<file path="src/rtl/rxw_pkg.sv">
package rxw_pkg;

    localparam int BYTE_W       = 8;
    localparam int WORD_W       = 16;
    localparam int HASH_W       = 6;
    localparam int CTRL_ODD_BIT = 5;

    // Status word as laid out in buffer word 0
    typedef struct packed {
        logic [HASH_W-1:0] hash;
        logic [2:0]        rsvd;
        logic              align_err;
        logic              bcast;
        logic              bad_crc;
        logic              odd;
        logic              too_long;
        logic              too_short;
        logic              mcast;
    } rx_status_t;

    // Results delivered by neighbouring logic at frame end
    typedef struct packed {
        logic              align_err;
        logic              bcast;
        logic              bad_crc;
        logic              mcast;
        logic [HASH_W-1:0] hash;
    } rx_flags_t;

    typedef enum logic [2:0] {
        ST_IDLE,
        ST_RECV,
        ST_CTRL,
        ST_STAT,
        ST_CNT,
        ST_DONE
    } wr_state_t;

    function automatic logic [WORD_W-1:0] ctrl_word(input logic odd,
                                                   input logic [BYTE_W-1:0] last);
        logic [BYTE_W-1:0] c;
        c = '0;
        c[CTRL_ODD_BIT] = odd;
        return {c, (odd ? last : {BYTE_W{1'b0}})};
    endfunction

    // Bytes from status word through control word inclusive
    function automatic logic [WORD_W-1:0] struct_len(input logic [WORD_W-1:0] n);
        return n[0] ? (n + 16'd5) : (n + 16'd6);
    endfunction

endpackage

</file>
<file path="src/rtl/rxw_packer.sv">
module rxw_packer
    import rxw_pkg::*;
#(
    parameter int MAX_DATA = 2043,
    parameter int CNT_W    = $clog2(MAX_DATA + 1)
) (
    input  logic               clk,
    input  logic               rst,
    input  logic               clear,
    input  logic               byte_vld,
    input  logic [BYTE_W-1:0]  byte_in,
    output logic               pair_fire,
    output logic [WORD_W-1:0]  pair_word,
    output logic [CNT_W-1:0]   pair_idx,
    output logic [CNT_W-1:0]   byte_cnt,
    output logic [BYTE_W-1:0]  held_lo,
    output logic               overflow
);

    logic full;
    logic take;

    assign full      = (byte_cnt == CNT_W'(MAX_DATA));
    assign take      = byte_vld && !full;
    assign pair_fire = take && byte_cnt[0];
    assign pair_word = {byte_in, held_lo};
    assign pair_idx  = byte_cnt >> 1;

    always_ff @(posedge clk) begin
        if (rst || clear) begin
            byte_cnt <= '0;
            held_lo  <= '0;
            overflow <= 1'b0;
        end else begin
            if (take) begin
                byte_cnt <= byte_cnt + 1'b1;
                if (!byte_cnt[0]) begin
                    held_lo <= byte_in;
                end
            end
            if (byte_vld && full) begin
                overflow <= 1'b1;
            end
        end
    end

endmodule

</file>
<file path="src/rtl/rxw_status.sv">
module rxw_status
    import rxw_pkg::*;
#(
    parameter int CNT_W   = 11,
    parameter int MIN_LEN = 64
) (
    input  logic             clk,
    input  logic             rst,
    input  logic             capture,
    input  rx_flags_t        flags,
    input  logic [CNT_W-1:0] byte_cnt,
    input  logic             overflow,
    output rx_status_t       status_q
);

    rx_status_t status_d;

    always_comb begin
        status_d           = '0;
        status_d.hash      = flags.hash;
        status_d.align_err = flags.align_err;
        status_d.bcast     = flags.bcast;
        status_d.bad_crc   = flags.bad_crc;
        status_d.mcast     = flags.mcast;
        status_d.odd       = byte_cnt[0];
        status_d.too_long  = overflow;
        status_d.too_short = (int'(byte_cnt) < MIN_LEN);
    end

    always_ff @(posedge clk) begin
        if (rst) begin
            status_q <= '0;
        end else if (capture) begin
            status_q <= status_d;
        end
    end

endmodule

</file>
<file path="src/rtl/rxw_wport.sv">
module rxw_wport
    import rxw_pkg::*;
#(
    parameter int ADDR_W = 11,
    parameter int CNT_W  = 11
) (
    input  logic              clk,
    input  logic              rst,
    input  logic              rx_start,
    input  logic              rx_end,
    input  logic [ADDR_W-1:0] base_in,
    input  logic              pair_fire,
    input  logic [WORD_W-1:0] pair_word,
    input  logic [CNT_W-1:0]  pair_idx,
    input  logic [CNT_W-1:0]  byte_cnt,
    input  logic [BYTE_W-1:0] held_lo,
    input  rx_status_t        status_q,
    output logic              frame_clear,
    output logic              recv_on,
    output logic              capture,
    output logic              idle,
    output logic [ADDR_W-1:0] base_q,
    output logic              mem_we,
    output logic [ADDR_W-1:0] mem_addr,
    output logic [WORD_W-1:0] mem_wdata,
    output logic              done
);

    localparam logic [ADDR_W-1:0] DATA_OFS = ADDR_W'(2);
    localparam logic [ADDR_W-1:0] CNT_OFS  = ADDR_W'(1);

    wr_state_t state;

    assign idle        = (state == ST_IDLE);
    assign recv_on     = (state == ST_RECV);
    assign frame_clear = idle && rx_start;
    assign capture     = recv_on && rx_end;

    always_ff @(posedge clk) begin
        if (rst) begin
            state     <= ST_IDLE;
            base_q    <= '0;
            mem_we    <= 1'b0;
            mem_addr  <= '0;
            mem_wdata <= '0;
            done      <= 1'b0;
        end else begin
            mem_we <= 1'b0;
            done   <= 1'b0;
            unique case (state)
                ST_IDLE: begin
                    if (rx_start) begin
                        base_q <= base_in;
                        state  <= ST_RECV;
                    end
                end
                ST_RECV: begin
                    if (rx_end) begin
                        state <= ST_CTRL;
                    end else if (pair_fire) begin
                        mem_we    <= 1'b1;
                        mem_addr  <= base_q + DATA_OFS + ADDR_W'(pair_idx);
                        mem_wdata <= pair_word;
                    end
                end
                ST_CTRL: begin
                    mem_we    <= 1'b1;
                    mem_addr  <= base_q + DATA_OFS + ADDR_W'(byte_cnt >> 1);
                    mem_wdata <= ctrl_word(byte_cnt[0], held_lo);
                    state     <= ST_STAT;
                end
                ST_STAT: begin
                    mem_we    <= 1'b1;
                    mem_addr  <= base_q;
                    mem_wdata <= status_q;
                    state     <= ST_CNT;
                end
                ST_CNT: begin
                    mem_we    <= 1'b1;
                    mem_addr  <= base_q + CNT_OFS;
                    mem_wdata <= struct_len(WORD_W'(byte_cnt));
                    state     <= ST_DONE;
                end
                ST_DONE: begin
                    done  <= 1'b1;
                    state <= ST_IDLE;
                end
                default: state <= ST_IDLE;
            endcase
        end
    end

endmodule

</file>
<file path="src/rtl/rxbuf_writer.sv">
module rxbuf_writer
    import rxw_pkg::*;
#(
    parameter int ADDR_W   = 11,
    parameter int MAX_DATA = 2043,
    parameter int MIN_LEN  = 64
) (
    input  logic              clk,
    input  logic              rst,
    input  logic              rx_start,
    input  logic              rx_valid,
    input  logic [7:0]        rx_data,
    input  logic              rx_end,
    input  logic              rx_align_err,
    input  logic              rx_bcast,
    input  logic              rx_mcast,
    input  logic              rx_crc_bad,
    input  logic [HASH_W-1:0] rx_hash,
    input  logic [ADDR_W-1:0] buf_base,
    output logic              mem_we,
    output logic [ADDR_W-1:0] mem_addr,
    output logic [15:0]       mem_wdata,
    output logic              done
);

    localparam int CNT_W = $clog2(MAX_DATA + 1);

    logic              frame_clear;
    logic              recv_on;
    logic              capture;
    logic              wr_idle;
    logic              byte_vld;
    logic              pair_fire;
    logic [WORD_W-1:0] pair_word;
    logic [CNT_W-1:0]  pair_idx;
    logic [CNT_W-1:0]  byte_cnt;
    logic [BYTE_W-1:0] held_lo;
    logic              overflow;
    logic [ADDR_W-1:0] frame_base;
    rx_flags_t         flags;
    rx_status_t        status_q;

    // the lane is not sampled in the closing cycle
    assign byte_vld = recv_on && rx_valid && !rx_end;

    always_comb begin
        flags           = '0;
        flags.align_err = rx_align_err;
        flags.bcast     = rx_bcast;
        flags.bad_crc   = rx_crc_bad;
        flags.mcast     = rx_mcast;
        flags.hash      = rx_hash;
    end

    rxw_packer #(
        .MAX_DATA (MAX_DATA),
        .CNT_W    (CNT_W)
    ) u_packer (
        .clk       (clk),
        .rst       (rst),
        .clear     (frame_clear),
        .byte_vld  (byte_vld),
        .byte_in   (rx_data),
        .pair_fire (pair_fire),
        .pair_word (pair_word),
        .pair_idx  (pair_idx),
        .byte_cnt  (byte_cnt),
        .held_lo   (held_lo),
        .overflow  (overflow)
    );

    rxw_status #(
        .CNT_W   (CNT_W),
        .MIN_LEN (MIN_LEN)
    ) u_status (
        .clk      (clk),
        .rst      (rst),
        .capture  (capture),
        .flags    (flags),
        .byte_cnt (byte_cnt),
        .overflow (overflow),
        .status_q (status_q)
    );

    rxw_wport #(
        .ADDR_W (ADDR_W),
        .CNT_W  (CNT_W)
    ) u_wport (
        .clk         (clk),
        .rst         (rst),
        .rx_start    (rx_start),
        .rx_end      (rx_end),
        .base_in     (buf_base),
        .pair_fire   (pair_fire),
        .pair_word   (pair_word),
        .pair_idx    (pair_idx),
        .byte_cnt    (byte_cnt),
        .held_lo     (held_lo),
        .status_q    (status_q),
        .frame_clear (frame_clear),
        .recv_on     (recv_on),
        .capture     (capture),
        .idle        (wr_idle),
        .base_q      (frame_base),
        .mem_we      (mem_we),
        .mem_addr    (mem_addr),
        .mem_wdata   (mem_wdata),
        .done        (done)
    );

endmodule

</file>
<file path="config.mk">
export PLATFORM = sky130hd
export DESIGN_NAME = rxbuf_writer
export DESIGN_NICKNAME = d
export VERILOG_FILES = /design/src/rtl/rxw_pkg.sv /design/src/rtl/rxw_packer.sv /design/src/rtl/rxw_status.sv /design/src/rtl/rxw_wport.sv /design/src/rtl/rxbuf_writer.sv
export SDC_FILE = /design/constraint.sdc
export NUM_CORES = 1
export LEC_CHECK = 0
export BUFFER_PORTS_ARGS = -buffer_cell sky130_fd_sc_hd__buf_2
export CORE_ASPECT_RATIO = 1.75
export CORE_UTILIZATION = 45
export CTS_BUF_LIST = sky130_fd_sc_hd__clkbuf_16
export CTS_CLUSTER_DIAMETER = 60
export CTS_CLUSTER_SIZE = 20
export DETAILED_ROUTE_END_ITERATION = 7
export GPL_ROUTABILITY_DRIVEN = 1
export GPL_TIMING_DRIVEN = 0
export PLACE_DENSITY = 0.69
export SLEW_MARGIN = 20
export SYNTH_ARGS = -nofsm -noshare
export SYNTH_HDL_FRONTEND = slang
export SYNTH_HIERARCHICAL = 1
export SYNTH_SLANG_ARGS = --single-unit
export TNS_END_PERCENT = 1
</file>
<file path="constraint.sdc">
create_clock -name clk -period 2.7 [get_ports clk]
set_input_delay 0.27 -clock clk [delete_from_list [all_inputs] [get_ports clk]]
set_output_delay 0.27 -clock clk [all_outputs]
set_load 0.01 [all_outputs]
</file>
# After elaboration in Yosys (flattened, before gate mapping)
# Cells that the tools add are included.
[word_totals]
ramBits = 0
latch_bits = 0
mem_count = 0
out_inout_bits = 29
in_bits = 34
romBits = 0
regBits = 76
[op_classes]
n_shift = 0
n_eq_ne = 10
n_lt_le_gt_ge = 1
add_sub_neg = 6
n_div = 0
n_reduce_logical = 17
muxes = 15
n_mul = 0
bitwise_logic = 1
[ops]
columns = ["cell", "count"]
rows = [
  ["16-bit one-hot mux with 4 select lines", 1],
  ["16-bit 2-to-1 mux", 3],
  ["11-bit one-hot mux with 4 select lines", 1],
  ["11-bit by 3-bit adder with 12-bit output (second input constant)", 2],
  ["11-bit by 1-bit adder with 11-bit output (second input constant)", 2],
  ["11-bit 2-to-1 mux", 2],
  ["3-bit one-hot mux with 5 select lines", 1],
  ["11-bit by 10-bit adder with 11-bit output", 1],
  ["11-bit by 2-bit adder with 11-bit output (second input constant)", 1],
  ["11-bit == test (second input constant)", 1],
  ["11-bit by 7-bit less-than comparator with 1-bit output (second input constant)", 1],
  ["8-bit 2-to-1 mux", 1],
  ["1-bit logical AND", 7],
  ["3-bit by 2-bit == test with 1-bit output (second input constant)", 2],
  ["3-bit == test (second input constant)", 2],
  ["3-bit 2-to-1 mux", 2],
  ["2-bit inequality test (second input constant)", 3],
  ["2-bit AND reduction", 3],
  ["4-bit nonzero test", 1],
  ["3-bit by 1-bit == test with 1-bit output (second input constant)", 1],
  ["3-bit zero test", 1],
  ["1-bit 2-to-1 mux", 3],
  ["3-bit AND reduction", 1],
  ["3-bit OR reduction", 1],
  ["5 further kinds", 6],
]

# Longest topological paths before layout
# Gate-level depths: netlist of the first run.
[logic_depth]
word_depth = 8
mapped_depth = 16
mapped_depth_nobuf = 12

# Cells and area by module
# Netlist of the first run, hierarchy kept.
[modules_own_cells]
columns = ["mod", "area_each_um2", "n_inst", "seq_area_each_um2", "cells_per_inst"]
rows = [
  ["rxw_wport", 3213.1, 1, 860.8, 426],
  ["rxw_packer", 1052.3, 1, 400.4, 117],
  ["rxw_status", 514.2, 1, 260.2, 48],
  ["rxbuf_writer", 8.8, 1, 0.0, 1],
]

# Least setup slack after synthesis of the first run
# No wires, ideal clock.
[synth_timing]
path_kind = "flip-flop to flip-flop"
start = "register u_wport.state[1]"
end = "register u_wport.mem_addr[6]"
t_required_ns = 2.568
path_slack_ns = -0.293
synth_period_minus_slack_ns = 2.993
setup_time_ns = 0.132
path_stages_with_launch = 13
arrival_time_ns = 2.861
path_cell_list = "dfxtp_1 > nor3b_1 > clkbuf_1 > mux2_2 > ha_1 > inv_1 > fa_1 > nor2b_1 > o31a_1 > o21a_1 > or3_1 > a31oi_1 > nor3_1"
[synth_between]
elab_chain_len = 7
[synth_rtl]
columns = ["element", "line", "rtl"]
rows = [
  ["start: declaration", "rxw_wport.sv:32", "wr_state_t state;"],
  ["start signal: assignment", "rxw_wport.sv:41", "state <= ST_IDLE;"],
  ["start signal: assignment", "rxw_wport.sv:54", "state <= ST_RECV;"],
  ["start signal: assignment", "rxw_wport.sv:59", "state <= ST_CTRL;"],
  ["3-bit by 1-bit == test with 1-bit output", "rxw_wport.sv:35, rxw_wport.sv:50", ""],
  ["1-bit logical AND (2 in a row)", "rxbuf_writer.sv:44", "assign byte_vld = recv_on && rx_valid && !rx_end;"],
  ["1-bit logical AND", "rxw_packer.sv:24", "assign take = byte_vld && !full;"],
  ["1-bit logical AND", "rxw_packer.sv:25", "assign pair_fire = take && byte_cnt[0];"],
  ["2-bit by 1-bit inequality test with 1-bit output (no line)", "n/a", ""],
  ["3-bit AND reduction (no line)", "n/a", ""],
  ["end signal: assignment", "rxw_wport.sv:62", "mem_addr <= base_q + DATA_OFS + ADDR_W'(pair_idx);"],
  ["end signal: assignment", "rxw_wport.sv:68", "mem_addr <= base_q + DATA_OFS + ADDR_W'(byte_cnt >> 1);"],
  ["end signal: assignment", "rxw_wport.sv:74", "mem_addr <= base_q;"],
  ["end: declaration", "rxw_wport.sv:24", "output logic [ADDR_W-1:0] mem_addr,"],
]
# Several ways; a longest one is shown, not always the timed one.
# A chain may end at the register's enable or synchronous reset.

# Worst setup path in the final report of the first run
[layout_timing]
start = "register u_wport.state[0]"
end = "register u_wport.mem_addr[6]"
# The elaborated chain is that of the path after synthesis.

==> results of run 1 <==
==> state kept, by name, indices dropped and copies added (netlist names) <==
register,count
u_wport/mem_we,1
u_wport/base_q,11
u_wport/state,3
u_status/status_q,13
u_packer/held_lo,8
u_packer/overflow,1
u_wport/mem_wdata,16
u_wport/mem_addr,11
u_packer/byte_cnt,11
u_wport/done,1
==> timing repair <==
action	4_1_cts	5_1_grt
pin swaps	6	11
setup endpoints to repair	28	28
endpoints found under the hold margin	0	0
gates resized for setup	29	25
setup buffers	7	4
gates cloned	0	0
hold buffers	0	0
==> per-layer routing <==
| metal | vias to the layer above | global-route usage |
|---|---|---|
| met5 | - | 0 |
| met4 | 0 | 0.171 |
| met3 | 58 | 0.0389 |
| met2 | 191 | 0.522 |
| met1 | 2228 | 0.308 |
| li1 | 2262 | - |
==> cell type report <==
class | count | area, um2
inverters | 15 | 58.8
clock buffers | 9 | 225
clock inverters | 7 | 98.8
multi-input cells | 434 | 2920
fillers | 969 | 4430
repair buffers | 73 | 397
flip-flops and latches | 76 | 1530
plain buffers | 68 | 474
well taps | 127 | 159
==> synth_stat cells (13+ instances only) <==
cell type  count  area share
dfxtp_1       76        0.32
nor3_1        17       0.018
xnor2_1       16       0.029
inv_1         15       0.012
o21ai_0       19       0.020
nor2_1        73       0.057
xor2_1        13       0.024
clkbuf_1      19       0.015
mux2i_1       22       0.046
buf_2         13       0.014
ha_1          16       0.042
nand2_1       57       0.045
buf_4         31       0.049
a21oi_1       46       0.048
==> worst min path at each step <==
stage                                        from                                  to  slack [ns]  cells past startpoint
3_3_place_gp    u_wport/mem_wdata[2]$_SDFFE_PP0P_   u_wport/mem_wdata[2]$_SDFFE_PP0P_        0.44                      2
6_report                             rx_align_err   u_status/status_q[6]$_SDFFE_PP0P_        0.17                      3
2_1_floorplan                                 rst   u_status/status_q[0]$_SDFFE_PP0P_        0.34                      1
3_5_place_dp   u_wport/mem_wdata[11]$_SDFFE_PP0P_  u_wport/mem_wdata[11]$_SDFFE_PP0P_        0.45                      2
4_1_cts                               buf_base[1]      u_wport/base_q[1]$_SDFFE_PP0P_        0.16                      3
5_1_grt                               buf_base[7]      u_wport/base_q[7]$_SDFFE_PP0P_        0.17                      3
==> per-stage QoR <==
stage / cells / setup TNS [ns]
floorplan: 594 / 0
global placement: 783 / -8.09
detailed placement: 783 / -7.51
CTS: 806 / -0.230
global route: 809 / -1.14
finish: 809 / -0.117
==> report_power, final <==
group | total [mW] | switching, mW | internal (mW)
registers | 1.23 | 0.0483 | 1.18
logic | 0.572 | 0.336 | 0.236
clock network | 1.33 | 0.512 | 0.816
total | 3.13 | 0.896 | 2.23
==> worst register-to-register path, cell delays in order, from the launching register on <==
cell and delay [ns]:
dfxtp_4 0.37, nor3b_4 0.22, clkbuf_8 0.18, mux2_4 0.33
ha_4 0.18, inv_2 0.05, fa_2 0.20, nor2b_2 0.05
o31a_1 0.30, o21a_1 0.21, or3_4 0.34, a31oi_4 0.17
nor3_2 0.05
==> cell families after synthesis <==
family / Yosys count
compound gates: 138
other cells: 2
buf+inv: 84
mux: 33
flops: 76
fa+ha+maj: 17
simple gates: 213
xor+xnor: 29
==> flow_metrics.tcl, run 1 <==
set metrics [dict create \
    cp_top_family "compound AO/OA/AOI/OAI gates" \
    crit_required_ns 2.89 \
    cts.clk_slew.worst_paths_ns 0.06 \
    r2r_cells 12 \
    top_layer "met4" \
    dr_total_vias 4739 \
    grt_first_pass_wirelength_um 24400 \
    clk-insertion-delay-late_ns 0.34 \
    routedWlPerCell_um 19.1 \
    die_y_um 138 \
    min_period_ns 2.79 \
    first_global_vias 4726 \
    overflow 0 \
    critical_path_buf_inv_count 2 \
    synth_edf_count 0 \
    netlist_instances 592 \
    synthSimpleGateAreaFrac 0.212 \
    cp_cell_sequence "nor3b_4 -> clkbuf_8 -> mux2_4 -> ha_4 -> inv_2 -> fa_2 -> nor2b_2 -> o31a_1 -> o21a_1 -> or3_4 -> a31oi_4 -> nor3_2" \
    routed_wirelength_um 15500 \
    power_mw 3.13 \
    period_share 1.03 \
    post-route-util 0.570 \
    drtIter0Drc 362 \
    cp-start-kind "flip-flop" \
    ios 63 \
    drive_gt1_frac 0.280 \
    setup_violations 4 \
    ant_nets 0 \
    holdWs_ns 0.167 \
    drcViolationCount 0 \
    root_buffer "clkbuf_16" \
    antenna_found_initial 0 \
    core_area_mm2 0.0103 \
    synth-xor-area-share 0.0530 \
    yosys_warnings 6 \
    clockBufferDepth 2 \
    synth-adder-area-share 0.0460 \
    max-cap-violations 0 \
    slew_viol_final 0 \
    fmax_mhz 358 \
    synth_ff_type "dfxtp_1" \
    syn_area_mm2 0.00479 \
    avgSynthCellArea_um2 8.09 \
    crit_fanout 5 \
    critical_path_arrival_ns 2.98 \
    ys_types 68 \
    synthMuxAreaShare 0.0719 \
    fin_nets 728 \
    synth_top_family_by_area "simple AND/OR/NAND/NOR gates" \
    row_count 49 \
    gp_congestion 0.908 \
    htreeDepth 3 \
    ir_drop_mv 0.466 \
    end_kind "flip-flop" \
    grtUsageTotal 0.289 \
    met1_length_um 5620 \
    r2r-start "u_wport/state[0]$_SDFFE_PP0P_" \
    cpPeakStageDelay_ns 0.37 \
    port_buffers 62 \
    status "finished, violations left" \
    finish.instance_area_mm2 0.00587 \
    p_leak_nw 2.45 \
    die_area_mm2 0.0111 \
    worstSetupEndpoint "u_wport/mem_addr[6]$_SDFFE_PP0P_" \
    ys_seq_area_frac 0.318 \
    via_per_inst 5.86 \
    synth-seq-cells 76 \
    drt_first_pass_iters 5 \
    cts_num_sinks 76 \
    dr_wl_met2_um 8290 \
    wl_met3_um 680 \
    setup_slack_ns -0.0900 \
    layout_common_cells "buf_2, nor2_1, dfxtp_1, nand2_1, buf_4" \
    cts_buffers 9 \
    hp-class "in -> reg" \
    rrSetupSlack_ns -0.09 \
    pre_cts_slack_ns -0.577 \
    violations "negative setup slack" \
    hold_violations 0 \
    place_hpwl_um 11400 \
    rr_endpoint "u_wport/mem_addr[6]$_SDFFE_PP0P_" \
    layout_commonest_cell "buf_2" \
    cp.depth 12 \
    synth_compound_area_frac 0.195 \
    start_util 0.465 \
    tightest_slew_ns 0.702 \
    grt_start_max_net_pins 15 \
    rsz0062_at_grt "yes" \
    syn_to_final_growth_pct 22.6 \
    cts_tree "done" \
    cp-startpoint "u_wport/state[0]$_SDFFE_PP0P_" \
    dieWidth_um 80.0 \
    power.density_mw_per_mm2 533 \
    setup.worst_path.class "reg -> reg" \
    skew_ns 0.00522 \
    slew_headroom 0.532 \
    synthArstFlopShare 0 \
    antennaDiodeCount 0 \
    cpMaxStageDelayCell "dfxtp_4" \
    place_area_mm2 0.00529 \
]
(Power assumes the default switching activity.)
==> inputs of run 2 (changes only) <==
--- a/config.mk
+++ b/config.mk
@@ -5,16 +5,15 @@
 export SDC_FILE = /design/constraint.sdc
 export NUM_CORES = 1
 export LEC_CHECK = 0
-export BUFFER_PORTS_ARGS = -buffer_cell sky130_fd_sc_hd__buf_2
 export CORE_ASPECT_RATIO = 1.75
 export CORE_UTILIZATION = 45
 export CTS_BUF_LIST = sky130_fd_sc_hd__clkbuf_16
 export CTS_CLUSTER_DIAMETER = 60
 export CTS_CLUSTER_SIZE = 20
 export DETAILED_ROUTE_END_ITERATION = 7
+export DONT_BUFFER_PORTS = 1
 export GPL_ROUTABILITY_DRIVEN = 1
-export GPL_TIMING_DRIVEN = 0
-export PLACE_DENSITY = 0.69
+export PLACE_DENSITY = 0.64
 export SLEW_MARGIN = 20
 export SYNTH_ARGS = -nofsm -noshare
 export SYNTH_HDL_FRONTEND = slang
==> flow_metrics.tcl, run 2 (synthesis results as in run 1) <==
set metrics [dict create \
    status "finished, final reports clean" \
    tightest_slew_ns 0.715 \
    reg_top3 "u_wport/mem_wdata (16), u_status/status_q (13)" \
    end_kind "flip-flop" \
    cts_buffers 9 \
    hp-class "in -> reg" \
    routedWlPerCell_um 19.0 \
    cp-start-kind "flip-flop" \
    cts.clk_slew.worst_paths_ns 0.06 \
    setup-tns-final_ns 0 \
    antenna_found_initial 0 \
    dr_total_vias 4266 \
    die_y_um 138 \
    cpPeakStageDelay_ns 0.34 \
    place_area_mm2 0.00482 \
    multiInputGateArea_mm2 0.00285 \
    ios 63 \
    slew_viol_final 0 \
    dp.cells 691 \
    dieWidth_um 80.0 \
    row_count 49 \
    cpMaxStageDelayCell "dfxtp_2" \
    fillCellCount 993 \
    ant_nets 0 \
    top_register "u_wport/mem_wdata" \
    port_buffers 0 \
    max-cap-violations 0 \
    via_per_inst 6.03 \
    hold_violations 0 \
    use_met3 0.0535 \
    setup.worst_path.class "reg -> reg" \
    grt_first_pass_wirelength_um 21500 \
    antennaDiodeCount 0 \
    largest_reg_flops 16 \
    critical_path_arrival_ns 2.90 \
    crit_fanout 5 \
    ir_drop_mv 0.480 \
    gp_congestion 0.932 \
    power.density_mw_per_mm2 571 \
    setup_slack_ns 0.0312 \
    cp_top_family "simple AND/OR/NAND/NOR gates" \
    min_period_ns 2.67 \
    finalNonFillerCells 708 \
    root_buffer "clkbuf_16" \
    critical_path_buf_inv_count 1 \
    cp_cell_sequence "nor3b_4 -> mux2_4 -> ha_2 -> inv_2 -> fa_2 -> nor2b_1 -> o31a_1 -> o21a_1 -> or3_1 -> a31oi_1 -> nor3_1" \
    period_share 0.988 \
    htreeDepth 3 \
    clk-insertion-delay-late_ns 0.35 \
    fmax_mhz 375 \
    drt_first_pass_iters 7 \
    first_global_vias 4245 \
    grt_use_met1 0.280 \
    finish.instance_area_mm2 0.00523 \
    layout_common_cells "dfxtp_1, nor2_1, nand2_1, a21oi_1, buf_4" \
    start_util 0.465 \
    cts_num_sinks 76 \
    grtUsageTotal 0.253 \
    core_area_mm2 0.0103 \
    slew_headroom 0.524 \
    routed_wirelength_um 13400 \
    grt_start_max_net_pins 50 \
    drtIter0Drc 259 \
    overflow 0 \
    drcViolationCount 0 \
    drive_gt1_frac 0.150 \
    die_area_mm2 0.0111 \
    crit_required_ns 2.93 \
    use_met2 0.435 \
    ff_latch_area_mm2 0.00152 \
    setup_violations 0 \
    syn_to_final_growth_pct 9.25 \
    fin_nets 628 \
    p_leak_nw 2.02 \
    skew_ns 0.00498 \
    place_hpwl_um 9610 \
    rsz0062_at_grt "yes" \
    post-route-util 0.508 \
    pre_cts_slack_ns -0.0204 \
    clockBufferDepth 2 \
    holdWs_ns 0.0555 \
    layout_commonest_cell "dfxtp_1" \
    grt-busiest-layer "met2" \
    power_mw 2.98 \
    cts_tree "done" \
]
run 2: changes by cell type in the layout (fill, tap and decap cells not counted), moves of 5 or more:
cell      change
a21oi_1       +5
a21oi_2       -5
clkbuf_1     -15
buf_6         -6
buf_2        -71
dfxtp_1       +5
run 2: path summary, 6_finish.rpt:
check                                      start                               end  slack, ns  cells past startpoint
setup / recovery   u_wport/state[0]$_SDFFE_PP0P_  u_wport/mem_addr[6]$_SDFFE_PP0P_       0.03                     11
hold / removal                       buf_base[8]    u_wport/base_q[8]$_SDFFE_PP0P_       0.06                      2
setup reg to reg   u_wport/state[0]$_SDFFE_PP0P_  u_wport/mem_addr[6]$_SDFFE_PP0P_       0.03                     11
hold reg to reg   u_packer/overflow$_SDFFE_PP0P_    u_packer/overflow$_SDFFE_PP0P_       0.49                      2
run 2: layer usage:
layer  wire length (um)  part of all wire  vias up
li1                   -                 -     2053
met1               5050              0.38     1989
met2               6940              0.52      173
met3                748             0.056       51
met4                698             0.052        0
met5                  0                 0        -
run 2: report_power, final:
| group | switching [mW] | total, mW | internal, mW |
|---|---|---|---|
| clock network | 0.495 | 1.30 | 0.805 |
| logic | 0.258 | 0.434 | 0.176 |
| registers | 0.0680 | 1.25 | 1.18 |
run 2: cell type report:
| cell class | count | area share |
|---|---|---|
| multi-input cells | 434 | 0.546 |
| flip-flops and latches | 76 | 0.291 |
| repair buffers | 41 | 0.0619 |
| clock buffers | 9 | 0.0431 |
| well taps | 127 | 0.0304 |
| clock inverters | 6 | 0.0172 |
| inverters | 15 | 0.0108 |
run 2: worst reg2reg max path: cells and delay by family (launching register included):
family,cells,cell delay (ns)
simple gates,4,0.76
fa+ha+maj,2,0.40
buf+inv,1,0.06
mux,1,0.33
flops,1,0.34
compound gates,3,0.68
run 2: timing repair:
action | in CTS | in global routing
buffers inserted | 1 | 0
pin swaps | 1 | 5
endpoints found under the setup margin | 1 | 15
gates resized for setup | 2 | 13
hold buffers | 1 | 0
endpoints found under the hold margin | 49 | 0
